## src/rtl/dtg_pkg.sv

```systemverilog
package dtg_pkg;

    typedef enum logic [2:0] {
        ST_IDLE        = 3'd0,
        ST_MAIN_ON     = 3'd1,
        ST_GAP_TO_COMP = 3'd2,
        ST_COMP_ON     = 3'd3,
        ST_GAP_TO_MAIN = 3'd4
    } dtg_state_e;

    // Registered level of one output pin from its active level and controls.
    function automatic logic pin_level(input logic active, input logic inv, input logic off);
        return off ? inv : (active ^ inv);
    endfunction

endpackage

```

## src/rtl/dtg_gap_fsm.sv

```systemverilog
module dtg_gap_fsm #(
    parameter int GAP_W = 8
) (
    input  logic             clk,
    input  logic             rst_n,
    input  logic             tick_en,
    input  logic             pwm_raw,
    input  logic [GAP_W-1:0] gap_lo,
    input  logic [GAP_W-1:0] gap_hi,
    output logic             main_act_d,
    output logic             comp_act_d,
    output logic             main_act_q,
    output logic             comp_act_q
);
    import dtg_pkg::*;

    localparam logic [GAP_W-1:0] CNT_ZERO = '0;
    localparam logic [GAP_W-1:0] CNT_ONE  = {{(GAP_W-1){1'b0}}, 1'b1};

    typedef struct packed {
        dtg_state_e       state;
        logic [GAP_W-1:0] cnt;
    } fsm_t;

    fsm_t cur_q, nxt_d;

    // Start a gap toward one side; a zero count goes straight to the on state.
    function automatic fsm_t enter_gap(input logic to_main, input logic [GAP_W-1:0] len);
        fsm_t r;
        r.cnt = len;
        if (len == CNT_ZERO)
            r.state = to_main ? ST_MAIN_ON : ST_COMP_ON;
        else
            r.state = to_main ? ST_GAP_TO_MAIN : ST_GAP_TO_COMP;
        return r;
    endfunction

    always_comb begin
        nxt_d = cur_q;
        if (tick_en) begin
            unique case (cur_q.state)
                ST_IDLE: begin
                    nxt_d.state = pwm_raw ? ST_MAIN_ON : ST_COMP_ON;
                end
                ST_MAIN_ON: begin
                    if (!pwm_raw)
                        nxt_d = enter_gap(1'b0, gap_lo);
                end
                ST_GAP_TO_COMP: begin
                    if (pwm_raw)
                        nxt_d = enter_gap(1'b1, gap_hi);
                    else if (cur_q.cnt <= CNT_ONE)
                        nxt_d.state = ST_COMP_ON;
                    else
                        nxt_d.cnt = cur_q.cnt - CNT_ONE;
                end
                ST_COMP_ON: begin
                    if (pwm_raw)
                        nxt_d = enter_gap(1'b1, gap_hi);
                end
                ST_GAP_TO_MAIN: begin
                    if (!pwm_raw)
                        nxt_d = enter_gap(1'b0, gap_lo);
                    else if (cur_q.cnt <= CNT_ONE)
                        nxt_d.state = ST_MAIN_ON;
                    else
                        nxt_d.cnt = cur_q.cnt - CNT_ONE;
                end
                default: begin
                    nxt_d.state = ST_IDLE;
                    nxt_d.cnt   = CNT_ZERO;
                end
            endcase
        end
    end

    always_ff @(posedge clk or negedge rst_n) begin
        if (!rst_n) begin
            cur_q.state <= ST_IDLE;
            cur_q.cnt   <= CNT_ZERO;
        end else begin
            cur_q <= nxt_d;
        end
    end

    assign main_act_d = (nxt_d.state == ST_MAIN_ON);
    assign comp_act_d = (nxt_d.state == ST_COMP_ON);
    assign main_act_q = (cur_q.state == ST_MAIN_ON);
    assign comp_act_q = (cur_q.state == ST_COMP_ON);

endmodule

```

## src/rtl/dtg_out_stage.sv

```systemverilog
module dtg_out_stage (
    input  logic clk,
    input  logic rst_n,
    input  logic act_d,
    input  logic inv,
    input  logic off,
    output logic pin_q
);
    import dtg_pkg::*;

    logic pin_d;

    always_comb begin
        pin_d = pin_level(act_d, inv, off);
    end

    always_ff @(posedge clk or negedge rst_n) begin
        if (!rst_n) pin_q <= 1'b0;
        else        pin_q <= pin_d;
    end

endmodule

```

## src/rtl/pwm_deadtime_gen.sv

```systemverilog
module pwm_deadtime_gen #(
    parameter int GAP_W = 8
) (
    input  logic             clk,
    input  logic             rst_n,
    input  logic             pwm_raw,
    input  logic             tick_en,
    input  logic [GAP_W-1:0] gap_lo,
    input  logic [GAP_W-1:0] gap_hi,
    input  logic             main_inv,
    input  logic             comp_inv,
    input  logic             main_off,
    output logic             out_main,
    output logic             out_comp
);
    localparam int N_PINS = 2;

    logic main_act_d, comp_act_d;
    logic main_act_q, comp_act_q;

    logic [N_PINS-1:0] act_vec, inv_vec, off_vec, pin_vec;

    dtg_gap_fsm #(.GAP_W(GAP_W)) u_fsm (
        .clk        (clk),
        .rst_n      (rst_n),
        .tick_en    (tick_en),
        .pwm_raw    (pwm_raw),
        .gap_lo     (gap_lo),
        .gap_hi     (gap_hi),
        .main_act_d (main_act_d),
        .comp_act_d (comp_act_d),
        .main_act_q (main_act_q),
        .comp_act_q (comp_act_q)
    );

    assign act_vec = {comp_act_d, main_act_d};
    assign inv_vec = {comp_inv, main_inv};
    assign off_vec = {1'b0, main_off};

    for (genvar g = 0; g < N_PINS; g++) begin : g_pin
        dtg_out_stage u_stage (
            .clk   (clk),
            .rst_n (rst_n),
            .act_d (act_vec[g]),
            .inv   (inv_vec[g]),
            .off   (off_vec[g]),
            .pin_q (pin_vec[g])
        );
    end

    assign out_main = pin_vec[0];
    assign out_comp = pin_vec[1];

endmodule

```

## config.mk

```make
export PLATFORM = sky130hd
export DESIGN_NAME = pwm_deadtime_gen
export DESIGN_NICKNAME = d
export VERILOG_FILES = /design/src/rtl/dtg_pkg.sv /design/src/rtl/dtg_gap_fsm.sv /design/src/rtl/dtg_out_stage.sv /design/src/rtl/pwm_deadtime_gen.sv
export SDC_FILE = /design/constraint.sdc
export NUM_CORES = 1
export LEC_CHECK = 0
export ABC_AREA = 1
export ABC_CLOCK_PERIOD_IN_PS = 2200
export BUFFER_PORTS_ARGS = -buffer_cell sky130_fd_sc_hd__buf_2
export CAP_MARGIN = 5
export CELL_PAD_IN_SITES_DETAIL_PLACEMENT = 1
export CELL_PAD_IN_SITES_GLOBAL_PLACEMENT = 2
export CORE_ASPECT_RATIO = 2
export CORE_MARGIN = 2
export CORE_UTILIZATION = 28
export CTS_BUF_LIST = sky130_fd_sc_hd__clkbuf_4 sky130_fd_sc_hd__clkbuf_8 sky130_fd_sc_hd__clkbuf_16
export CTS_CLUSTER_DIAMETER = 60
export CTS_CLUSTER_SIZE = 20
export DETAILED_ROUTE_END_ITERATION = 16
export HOLD_SLACK_MARGIN = 0.03
export PLACE_DENSITY = 0.77
export SLEW_MARGIN = 5
export SYNTH_ARGS = -nofsm -noshare
export SYNTH_HDL_FRONTEND = slang
export SYNTH_SLANG_ARGS = --single-unit
```

## constraint.sdc

```tcl
create_clock -name clk -period 2.2 [get_ports clk]
set_input_delay 0.44 -clock clk [delete_from_list [all_inputs] [get_ports clk]]
set_output_delay 0.44 -clock clk [all_outputs]
set_load 0.005 [all_outputs]
```

# Word level (Yosys, flattened, before mapping)
# Cells that the tools add are included.
# word_totals
wordCells,35
in_bits,23
regBits,13
# classes
n_addsub,1
n_eq_ne,8
order_cmp,1
n_reduce_logical,4
n_mux,14
bitwise_logic,3
# op_table
cell,n
$mux W11,5
$pmux W8 S5,1
$logic_not A8 Y1,2
$pmux W3 S5,1
$eq A3 B2 Y1 const B,3
$mux W3,3
$le A8 B1 Y1 const B,1
$mux W8,1
$sub A8 B1 Y8 const B,1
$eq A3 B1 Y1 const B,2
$ne A2 B2 Y1 const B,2
$reduce_and A4 Y1,1
$eq A3 B3 Y1 const B,1
$logic_not A3 Y1,1
$mux W1,2
$mux W2,1
$xor A1 B1 Y1,2
$not A1 Y1,1

# Longest topological paths before layout
# logic_depth
word_depth,8
mapped_depth,11

# Modules after synthesis
# A second synthesis with hierarchy kept.
# unflattened
cells_unflattened,187
area_unflattened_um2,1164.9
# modules_own_cells
mod,area_per_inst_um2,instances,seq_area_each_um2,cells_per_inst
dtg_gap_fsm,1056.0,1,275.3,170
dtg_out_stage,52.6,2,25.0,8
pwm_deadtime_gen,3.8,1,0.0,1

# Worst setup path before layout
# No wires, ideal clock.
# synth_path
kind,flip-flop to flip-flop
start,reg u_fsm.cur_q[0] (netlist bit)
end,reg g_pin[1].u_stage.pin_q
period_less_slack_ns,1.507
setup_time_ns,0.119
arrival_time_ns,1.388
slack_ns,0.693
stages_incl_launch_ff,12
path_buffers,0
path_cell_list,dfrtp_1 > inv_1 > ha_1 > nor2_1 > nor2_2 > nand2_1 > nand3_1 > nand3_1 > nand2_2 > nand2_1 > o21ai_1 > nand2_1
# synth_between
elab_chain_len,7
word_cells_on_any_way,9
cone_classes,order compare (1); eq/ne (1); mux (6); bitwise (1)
# synth_lines
item,line,source
start: declaration,dtg_gap_fsm.sv:25,"fsm_t cur_q, nxt_d;"
start signal: assignment,dtg_gap_fsm.sv:82,cur_q <= nxt_d;
$le A8 B1 Y1 *,"dtg_gap_fsm.sv:52, dtg_gap_fsm.sv:64",
"$mux W3, on equally long branches","dtg_gap_fsm.sv:64, dtg_gap_fsm.sv:52",
"$mux W11, on equally long branches","dtg_gap_fsm.sv:62, dtg_gap_fsm.sv:50",
$pmux W3 S5 *,dtg_gap_fsm.sv:41,unique case (cur_q.state)
$mux W11 *,dtg_gap_fsm.sv:40,if (tick_en) begin
$eq A3 B2 Y1 *,dtg_gap_fsm.sv:87,assign comp_act_d = (nxt_d.state == ST_COMP_ON);
$xor A1 B1 Y1 *,dtg_pkg.sv:13,return off ? inv : (active ^ inv);
via g_pin[1].u_stage.pin_d,dtg_out_stage.sv:11,logic pin_d;
end signal: assignment,dtg_out_stage.sv:19,else pin_q <= pin_d;
end: declaration,dtg_out_stage.sv:7,output logic pin_q
# Mark *: on every way through the listed nets, which the timed path passes. The rest lies on a longest branch.
# A chain may end at the register's enable or synchronous reset.

# Worst setup path after layout
# layout_path
start,reg u_fsm.cur_q[0] (netlist bit)
end,reg u_fsm.cur_q[5] (netlist bit)
# layout_between
elab_chain_len,4
word_cells_on_any_way,6
cone_classes,add/sub (1); order compare (1); mux (4)
# layout_lines
item,line
$sub A8 B1 Y8 or $le A8 B1 Y1 (tied branches),-
$mux W8 *,"dtg_gap_fsm.sv:52, dtg_gap_fsm.sv:64"
"$mux W11, on equally long branches","dtg_gap_fsm.sv:62, dtg_gap_fsm.sv:50"
$pmux W8 S5 *,dtg_gap_fsm.sv:41
# Mark *: on every way between the ends. The rest lies on a longest branch, timed or not.

==> flow_metrics.py <==
metrics = {
    "timing": {
        "setup_tns_ns": 0,
        "drv_slew": 0,
        "max_freq_ghz": 0.5769,
        "worstMarginPinSlew_ns": 0.6168,
        "setup_viol": 0,
        "worst_hold_slack_ns": 0.07860,
        "period_share": 0.7879,
        "rsz0062_at_grt": "false",
        "skew_ns": 0.003213,
        "slew_headroom": 0.5875,
        "fin_crit_ns": 1.733,
        "final_hold_viol_count": 0,
    },
    "min_path": {
        "hold_class": "in -> async",
    },
    "routing": {
        "drc": 0,
        "wl_per_cell_um": 13.90,
        "via_per_inst": 4.765,
        "wl_mm": 3.434,
        "via_count": 1177,
        "firstDrtPassIters": 4,
        "drt_iter0_markers": 15,
        "postRouteAntennaNets": 0,
    },
    "clock_tree": {
        "cts_hold_buf": 0,
        "root_buffer": "clkbuf_8",
        "cts_sinks": 13,
        "htreeDepth": 1,
        "cts_tree": "done",
        "postCtsSetupRepairBufs": 0,
        "clkTransAtPathRegs_ns": 0.06,
        "clkLatencyLatePin_ns": 0.25,
        "clock_path_buffers": 2,
        "cts-buffers-inserted": 3,
        "ctsResizeCount": 0,
    },
    "grt": {
        "grt_pass1_vias": 1346,
        "grt.overflow.total": 0,
        "grt_usage": 0.1693,
        "antenna_found_initial": 0,
        "grt_pass1_wl_mm": 5.913,
        "grt_max_degree": 15,
    },
    "logic_synthesis": {
        "synth_warnings": 0,
        "synth.most_common_cell": "nand2_1",
        "netlist_instances": 170,
        "synthArstFlopShare": 1.000,
        "ys_ff_latch": 13,
        "ys_types": 25,
        "yosysTopAreaCell": "dfrtp_1",
        "avgSynthCellArea_um2": 6.617,
        "synth_ff_type": "dfrtp_1",
        "synth_area_um2": 1125,
        "ys_seq_area_frac": 0.2892,
        "synth_top_area_share": 0.2892,
        "synth-edff-count": 0,
        "synth_common_cells": "nand2_1, inv_1, nor2_1, dfrtp_1, o21ai_0",
        "syn_nets": 195,
        "synthTopCellsByArea": "dfrtp_1, nand2_1, inv_1",
    },
    "floorplan": {
        "initial_core_util": 0.2926,
        "row_count": 32,
        "die_y_um": 93.64,
        "die_area_um2": 4571,
        "num_io_pins": 25,
        "die_w_um": 48.82,
        "core_um2": 3844,
    },
    "worst_setup_path": {
        "cp-start-kind": "register",
        "endpoint_kind": "register",
        "crit_start": "u_fsm.cur_q[0]$_DFFE_PN0P_",
        "cp.required_ns": 2.31,
        "r2r_start": "u_fsm.cur_q[0]$_DFFE_PN0P_",
        "rr_endpoint": "u_fsm.cur_q[5]$_DFFE_PN0P_",
        "crit_end": "u_fsm.cur_q[5]$_DFFE_PN0P_",
        "reg2reg_depth": 9,
        "cp.arrival_ns": 1.85,
        "critPathMaxFanout": 7,
        "critPathKind": "reg -> reg",
        "r2r_slack_ns": 0.47,
    },
    "power": {
        "ir_drop_uv": 524.8,
        "p_int_mw": 0.7132,
        "power_switching_mw": 0.6311,
        "p_leak_nw": 0.6997,
        "clockPowerShare": 0.172,
        "powerDensity_nw_per_um2": 1002,
        "pwr-share-seq": 0.288,
        "power.share.combinational": 0.541,
        "switching_share": 0.4695,
    },
    "cells_and_area": {
        "syn2layout_area_growth_pct": 19.24,
        "fillers": 535,
        "drive_above_1_share": 0.2500,
        "fin_area_um2": 1341,
        "antenna_cells": 0,
        "layout.nets": 222,
        "fin_util": 0.3490,
    },
    "flow_run": {
        "max_cap_violations": 0,
    },
    "placement": {
        "dp_hpwl_mm": 2.941,
        "gp_routability_congestion": 0.8911,
        "place_area_um2": 1292,
        "port_buffers": 24,
    },
    "outcome": {
        "status": "finished clean",
    },
}
==> worst min-delay path by stage <==
stage                     slack, ns                               end
after detailed placement       0.36        u_fsm.cur_q[5]$_DFFE_PN0P_
after CTS                      0.09        u_fsm.cur_q[5]$_DFFE_PN0P_
after global placement         0.35        u_fsm.cur_q[5]$_DFFE_PN0P_
after global routing           0.09        u_fsm.cur_q[5]$_DFFE_PN0P_
final                          0.08        u_fsm.cur_q[5]$_DFFE_PN0P_
after floorplan                0.14  g_pin[0].u_stage.pin_q$_DFF_PN0_
==> worst max-delay path: stages (launching register included) <==
cell     delay (ns)
dfrtp_1        0.39
inv_1          0.10
ha_1           0.24
nor2_1         0.08
nor2_2         0.14
nand2_1        0.10
nand2_1        0.22
nor2_1         0.09
o21ai_0        0.16
o21ai_1        0.09
==> layout make-up <==
class                           instances  area [um2]  share of cell area
Inverter                               34       127.6             0.09515
Sequential cell                        13       325.3              0.2425
Clock buffer                            4       48.80             0.03638
Multi-Input combinational cell        121       655.6              0.4888
Tap cell                               51       63.81             0.04757
Timing Repair Buffer                   24       120.1             0.08955
==> routing by layer <==
layer,global-route usage,wire length (um),share of wire,vias to the layer above
met5,0,0,0,-
li1,-,-,-,589
met2,0.3584,2117,0.62,12
met1,0.1521,1172,0.34,568
met4,0.07857,102,0.030,0
met3,0.01438,43,0.013,8
==> kinds of logic (layout without fill, tap and decap cells) <==
kind of cell,Yosys count,after routing,share of synthesized area
AND/OR/NAND/NOR,84,84,0.3548
buffers and inverters,36,62,0.1279
AO/OA/AOI/OAI,29,29,0.1591
flip-flops,13,13,0.2892
XOR/XNOR,6,6,0.04672
adder cells (fa/ha/maj),2,2,0.02224
==> power by group through the flow <==
stage	Clock [mW]	Combinational (mW)	Sequential [mW]
2_1_floorplan	0	0.565	0.373
3_3_place_gp	0	0.722	0.389
3_5_place_dp	0	0.737	0.394
4_1_cts	0.239	0.742	0.390
5_1_grt	0.253	0.828	0.400
6_report	0.231	0.727	0.387
==> state kept, by name, summed over array words and instances, names as in the netlist <==
name / cells
g_pin.u_stage.pin_q: 2
u_fsm.cur_q: 11
==> cells in the final DEF, fill, tap and decap left out <==
cell / count
a21oi_1: 1
a22oi_1: 3
buf_2: 24
clkbuf_4: 1
clkbuf_8: 3
clkinv_1: 1
dfrtp_1: 13
ha_1: 2
inv_1: 28
inv_2: 5
nand2_1: 39
nand2_2: 3
nand3_1: 9
nand3_2: 1
nand4_1: 4
nor2_1: 20
nor2_2: 3
nor2_4: 3
nor3_2: 1
nor3_4: 1
o21ai_0: 10
o21ai_1: 6
o21ai_2: 4
o221ai_1: 2
o22ai_1: 3
xor2_1: 6
==> metrics by stage <==
stage / total power, mW / instances / setup WS [ns]
after floorplan: 0.9382 / 170 / 0.6935
after global placement: 1.111 / 243 / 0.4442
after detailed placement: 1.131 / 243 / 0.3652
after CTS: 1.371 / 247 / 0.4597
after global routing: 1.481 / 247 / 0.2801
final: 1.344 / 247 / 0.4665
Note: power is estimated with default switching activity, not from simulation.
